$ cat src/rtl/sio_irq_pkg.sv
package sio_irq_pkg;

    typedef enum logic [3:0] {
        IID_MODEM  = 4'h0,
        IID_NONE   = 4'h1,
        IID_THRE   = 4'h2,
        IID_RXDATA = 4'h4,
        IID_LINE   = 4'h6,
        IID_TMO    = 4'hC
    } iid_e;

    typedef struct packed {
        logic msi;   // bit 3
        logic lsi;   // bit 2
        logic thri;  // bit 1
        logic rdi;   // bit 0
    } ier_t;

    typedef struct packed {
        logic line;
        logic tmo;
        logic rxdata;
        logic thre;
        logic modem;
    } src_t;

    function automatic iid_e pick_source(src_t s);
        if (s.line)        return IID_LINE;
        else if (s.tmo)    return IID_TMO;
        else if (s.rxdata) return IID_RXDATA;
        else if (s.thre)   return IID_THRE;
        else if (s.modem)  return IID_MODEM;
        else               return IID_NONE;
    endfunction

endpackage

$ cat src/rtl/sio_irq_prio.sv
module sio_irq_prio
    import sio_irq_pkg::*;
#(
    parameter int CNT_W = 5
) (
    input  ier_t             en,
    input  logic             line_any,
    input  logic             rx_timeout,
    input  logic             rx_ready,
    input  logic             fifo_en,
    input  logic [CNT_W-1:0] rx_count,
    input  logic [CNT_W-1:0] rx_trig,
    input  logic             thre_pend,
    input  logic [3:0]       msr_delta,
    output iid_e             code
);
    src_t req;
    logic level_met;

    always_comb begin
        level_met  = !fifo_en || (rx_count >= rx_trig);
        req.line   = en.lsi && line_any;
        req.tmo    = en.rdi && rx_timeout;
        req.rxdata = en.rdi && rx_ready && level_met;
        req.thre   = en.thri && thre_pend;
        req.modem  = en.msi && (|msr_delta);
        code       = pick_source(req);
    end
endmodule

$ cat src/rtl/sio_thre_pend.sv
module sio_thre_pend (
    input  logic clk,
    input  logic rst,
    input  logic ier1_chg,
    input  logic ier1_new,
    input  logic thre,
    input  logic txf_reset,
    input  logic thre_rise,
    input  logic thr_wr,
    input  logic rd_thre,
    output logic pend_d,
    output logic pend_q
);
    always_comb begin
        pend_d = pend_q;
        if (ier1_chg)       pend_d = ier1_new && thre;
        else if (txf_reset) pend_d = 1'b1;
        else if (thre_rise) pend_d = 1'b1;
        else if (thr_wr)    pend_d = 1'b0;
        else if (rd_thre)   pend_d = 1'b0;
    end

    always_ff @(posedge clk) begin
        if (rst) pend_q <= 1'b0;
        else     pend_q <= pend_d;
    end


    rearm_chk: assert property (@(posedge clk) disable iff (rst)
        ier1_chg |=> (pend_q == $past(ier1_new && thre)));


    txrst_set_chk: assert property (@(posedge clk) disable iff (rst)
        (txf_reset && !ier1_chg) |=> pend_q);


    thrwr_clr_chk: assert property (@(posedge clk) disable iff (rst)
        (thr_wr && !ier1_chg && !txf_reset && !thre_rise) |=> !pend_q);


    rdclr_chk: assert property (@(posedge clk) disable iff (rst)
        (rd_thre && !ier1_chg && !txf_reset && !thre_rise) |=> !pend_q);
endmodule

$ cat src/rtl/sio_lsr_hold.sv
module sio_lsr_hold (
    input  logic clk,
    input  logic rst,
    input  logic brk_set,
    input  logic ovr_set,
    input  logic lsr_rd,
    output logic brk_d,
    output logic ovr_d,
    output logic brk_q,
    output logic ovr_q
);
    always_comb begin
        brk_d = brk_set || (brk_q && !lsr_rd);
        ovr_d = ovr_set || (ovr_q && !lsr_rd);
    end

    always_ff @(posedge clk) begin
        if (rst) begin
            brk_q <= 1'b0;
            ovr_q <= 1'b0;
        end else begin
            brk_q <= brk_d;
            ovr_q <= ovr_d;
        end
    end


    brk_clr_chk: assert property (@(posedge clk) disable iff (rst)
        (lsr_rd && !brk_set) |=> !brk_q);


    ovr_clr_chk: assert property (@(posedge clk) disable iff (rst)
        (lsr_rd && !ovr_set) |=> !ovr_q);
endmodule

$ cat src/rtl/sio_irq_arbiter.sv
module sio_irq_arbiter
    import sio_irq_pkg::*;
#(
    parameter int CNT_W = 5
) (
    input  logic             clk,
    input  logic             rst,
    input  logic             fifo_en,
    input  logic             ier_wr,
    input  logic [7:0]       ier_wdata,
    output logic [7:0]       ier_rdata,
    input  logic             iir_rd,
    input  logic             thr_wr,
    input  logic             txf_reset,
    input  logic             thre,
    input  logic             thre_rise,
    input  logic             lsr_rd,
    input  logic             brk_set,
    input  logic             ovr_set,
    input  logic             par_err,
    input  logic             frm_err,
    input  logic             rx_ready,
    input  logic [CNT_W-1:0] rx_count,
    input  logic [CNT_W-1:0] rx_trig,
    input  logic             rx_timeout,
    input  logic [3:0]       msr_delta,
    output logic [7:0]       iir,
    output logic             irq,
    output logic [3:0]       lsr_err
);
    localparam int IER_W = $bits(ier_t);

    ier_t       ier_q, ier_d;
    logic       ier1_chg, rd_thre;
    logic       pend_d, pend_q;
    logic       brk_d, ovr_d, brk_q, ovr_q;
    iid_e       code;
    logic [7:0] iir_d;

    always_comb begin
        ier_d    = ier_wr ? ier_t'(ier_wdata[IER_W-1:0]) : ier_q;
        ier1_chg = ier_wr && (ier_wdata[1] != ier_q.thri);
        rd_thre  = iir_rd && (iir[3:0] == IID_THRE);
    end

    sio_thre_pend u_pend (
        .clk       (clk),
        .rst       (rst),
        .ier1_chg  (ier1_chg),
        .ier1_new  (ier_wdata[1]),
        .thre      (thre),
        .txf_reset (txf_reset),
        .thre_rise (thre_rise),
        .thr_wr    (thr_wr),
        .rd_thre   (rd_thre),
        .pend_d    (pend_d),
        .pend_q    (pend_q)
    );

    sio_lsr_hold u_hold (
        .clk     (clk),
        .rst     (rst),
        .brk_set (brk_set),
        .ovr_set (ovr_set),
        .lsr_rd  (lsr_rd),
        .brk_d   (brk_d),
        .ovr_d   (ovr_d),
        .brk_q   (brk_q),
        .ovr_q   (ovr_q)
    );

    sio_irq_prio #(.CNT_W(CNT_W)) u_prio (
        .en         (ier_d),
        .line_any   (brk_d || ovr_d || par_err || frm_err),
        .rx_timeout (rx_timeout),
        .rx_ready   (rx_ready),
        .fifo_en    (fifo_en),
        .rx_count   (rx_count),
        .rx_trig    (rx_trig),
        .thre_pend  (pend_d),
        .msr_delta  (msr_delta),
        .code       (code)
    );

    always_comb iir_d = {fifo_en ? 2'b11 : 2'b00, 2'b00, 4'(code)};

    always_ff @(posedge clk) begin
        if (rst) begin
            ier_q <= '0;
            iir   <= {4'h0, 4'(IID_NONE)};
            irq   <= 1'b0;
        end else begin
            ier_q <= ier_d;
            iir   <= iir_d;
            irq   <= (code != IID_NONE);
        end
    end

    assign ier_rdata = {{(8-IER_W){1'b0}}, ier_q};
    assign lsr_err   = {brk_q, frm_err, par_err, ovr_q};


    fifo_hdr_chk: assert property (@(posedge clk) disable iff (rst)
        fifo_en |=> (iir[7:6] == 2'b11));


    irq_code_chk: assert property (@(posedge clk) disable iff (rst)
        irq == (iir[3:0] != 4'h1));


    ier_write_chk: assert property (@(posedge clk) disable iff (rst)
        ier_wr |=> (ier_rdata == {4'h0, $past(ier_wdata[3:0])}));
endmodule

$ cat config.mk
export PLATFORM = sky130hd
export DESIGN_NAME = sio_irq_arbiter
export DESIGN_NICKNAME = d
export VERILOG_FILES = /design/src/rtl/sio_irq_pkg.sv /design/src/rtl/sio_irq_prio.sv /design/src/rtl/sio_thre_pend.sv /design/src/rtl/sio_lsr_hold.sv /design/src/rtl/sio_irq_arbiter.sv
export SDC_FILE = /design/constraint.sdc
export NUM_CORES = 1
export LEC_CHECK = 0
export ABC_AREA = 1
export BUFFER_PORTS_ARGS = -buffer_cell sky130_fd_sc_hd__buf_2
export CAP_MARGIN = 20
export CORE_AREA = 2 2 49 51
export DETAILED_ROUTE_END_ITERATION = 10
export DIE_AREA = 0 0 51 53
export PLACE_DENSITY = 0.84
export SLEW_MARGIN = 20
export SYNTH_ARGS = -nofsm -noshare
export SYNTH_HDL_FRONTEND = slang
export SYNTH_SLANG_ARGS = --single-unit
$ cat constraint.sdc
create_clock -name clk -period 1.6 [get_ports clk]
set_input_delay 0.24 -clock clk [delete_from_list [all_inputs] [get_ports clk]]
set_output_delay 0.24 -clock clk [all_outputs]
set_load 0.005 [all_outputs]
==> impl_metrics.yaml <==
outcome:
  status: "complete, no violations"
die:
  num_io_pins: 59
  die_h_um: 53
  core_um2: 2148
  initial_core_util: 0.3722
  die_w_um: 51
  die_area_um2: 2703
  rows: 17
sta:
  post-route-min-period_ns: 1.116
  rsz0062_at_grt: "no"
  final_max_slew_viol_count: 0
  skew_ns: 0.006284
  fmax_mhz: 896.1
  timing.final.crit_share: 0.6974
  setup_viol: 0
  whs_ns: 0.1769
  setup_tns_ns: 0
  hold_viol_final: 0
global_routing:
  grt_max_degree: 12
  grt_use_total: 0.1174
  grt_pass1_wl_um: 2394
  grt_overflow: 0
  grt_pass1_vias: 704
  antenna_found_initial: 0
yosys:
  yosysSeqAreaShare: 0.3255
  ys_warn_count: 0
  syn_avg_cell_area_um2: 7.013
  yosysTopAreaCellShare: 0.3255
  synth_area_um2: 799.5
  ys_seq_elements: 13
  synth_area_leaders: "dfxtp_1, buf_4, nand2_1"
  synth_top_area_cell: "dfxtp_1"
  ys_types: 26
  synth_cells: 114
cells_and_area:
  final_common_cell: "buf_2"
  fin_cells: 186
  layout.nets: 202
  regArea_um2: 260.3
  drive_above_1_share: 0.3608
  num_antenna_cells: 0
  area_growth_pct: 27.86
  final_core_util: 0.4758
  multi_input_area_um2: 385.4
  final_cell_mix: "buf_2, nand2_1, inv_1"
  fillers: 240
drt:
  detail-route-antenna-nets: 0
  routedWlPerCell_um: 7.952
  drt_pass1_iterations: 4
  finalWirelength_um: 1479
  wl_met1_um: 575
  wl_met2_um: 692
  drc: 0
  topRoutingLayerUsed: "met4"
  num_vias: 777
  via_per_inst: 4.177
  wl_met3_um: 189
  drtIter0Drc: 10
power_and_ir_drop:
  ir_drop_v: 0.0002446
  p_leak_uw: 0.0006226
  power_density_nw_per_um2: 718.5
clocking:
  cts_setup_buffers: 0
  cts_buffers: 3
  cts_hold_buf: 0
  cts_resized: 0
  clockBufferDepth: 2
  cts.sink_count: 13
  cts_tree: "built"
  cts-root-buf: "clkbuf_4"
  clkTransAtPathRegs_ns: 0.08
  insertion_delay_ns: 0.27
  htreeDepth: 1
run:
  max_cap_viol_count: 0
setup_path:
  worst_setup_path_start_kind: "input pin"
  worstPathArrival_ns: 1.28
  cp-end-kind: "flip-flop"
  rr_endpoint: "irq"
  worstSetupPathType: "input pin to flip-flop"
  ff2ff_setup_slack_ns: 0.50
  cp_max_fo: 2
  r2r-start: "u_hold.ovr_q"
  reg2reg_depth: 6
  required_ns: 1.77
worst_hold_path:
  min_from: "fifo_en"
  hold_end: "iir[6]"
  min_delay_path_depth: 3
  hp-class: "input pin to flip-flop"
placed_design:
  dp_hpwl_um: 1301
  portBuffers: 48
  dp.cells: 182
  gp_congestion: 0.6557
==> worst max-delay path: stages <==
cell and delay, ns:
buf_2 0.10, ha_1 0.29, nand2_1 0.06, nor3b_1 0.18, nand2_1 0.08, nand2_1 0.08
nand3_1 0.11, nand2_1 0.10, nand2_1 0.04
==> logic make-up (layout without fill, tap and decap cells) <==
kind of cell	count (synthesis)	in the layout	synth area share
adder cells (fa/ha/maj)	5	5	0.07825
multiplexers	1	1	0.01252
flip-flops	13	13	0.3255
other	1	6	0.004690
AO/OA/AOI/OAI	10	10	0.07980
AND/OR/NAND/NOR	51	51	0.2833
buffers and inverters	33	72	0.2160
==> how the worst max path moves through the flow <==
stage,end,cells past startpoint,slack [ns],startpoint
2_1_floorplan,irq,9,0.40,rx_trig[4]
3_3_place_gp,irq,9,0.20,rx_count[4]
3_5_place_dp,irq,9,0.19,rx_count[4]
4_1_cts,irq,9,0.47,rx_count[4]
5_1_grt,irq,6,0.30,u_hold.ovr_q
6_report,irq,9,0.48,rx_count[4]
==> layer usage <==
layer	vias up	GRT usage
li1	415	-
met1	319	0.1084
met2	40	0.2338
met3	3	0.03390
met4	0	0.05405
met5	-	0
==> power by group <==
group	internal, uW	switching, uW	total (uW)
Clock	96.6	97.9	195
Combinational	88.6	91.1	180
Sequential	349	11.4	360
==> area by class of cell <==
cell class | instances | share of cell area
Tap cell | 28 | 0.03427
Clock buffer | 4 | 0.02570
Inverter | 20 | 0.07344
Multi-Input combinational cell | 73 | 0.3770
Timing Repair Buffer | 48 | 0.2350
Sequential cell | 13 | 0.2546
==> stage by stage <==
stage	cell area [um^2]	setup WS, ns	power, uW
2_1_floorplan	818.3	0.3988	492.2
3_3_place_gp	996.0	0.2028	546.4
3_5_place_dp	996.0	0.1928	550.3
4_1_cts	1022	0.4736	744.2
5_1_grt	1022	0.3048	789.4
6_report	1022	0.4841	734.5
==> sequential cells by signal (all words and copies together), names as in the netlist <==
register / flops
ier_rdata: 4
u_pend.pend_q: 1
iir: 5
u_hold.brk_q: 1
irq: 1
u_hold.ovr_q: 1
==> Yosys cell counts <==
| library cell | number |
|---|---|
| inv_1 | 20 |
| a21oi_1 | 3 |
| o21a_1 | 1 |
| clkbuf_1 | 1 |
| or3_1 | 1 |
| nor2_1 | 17 |
| o21ai_2 | 1 |
| mux2i_1 | 1 |
| ha_1 | 5 |
| nor3_1 | 1 |
| nand3_2 | 1 |
| nand3_1 | 3 |
| o21ai_1 | 1 |
| nand2_1 | 22 |
| or2_1 | 1 |
| o21bai_1 | 1 |
| buf_6 | 1 |
| dfxtp_1 | 13 |
| nor2_4 | 1 |
| nand2_2 | 2 |
| o21ai_0 | 1 |
| buf_4 | 11 |
| nor2_2 | 1 |
| o211ai_1 | 2 |
| conb_1 | 1 |
| nor3b_1 | 1 |
Note: power is estimated with default switching activity, not from simulation.
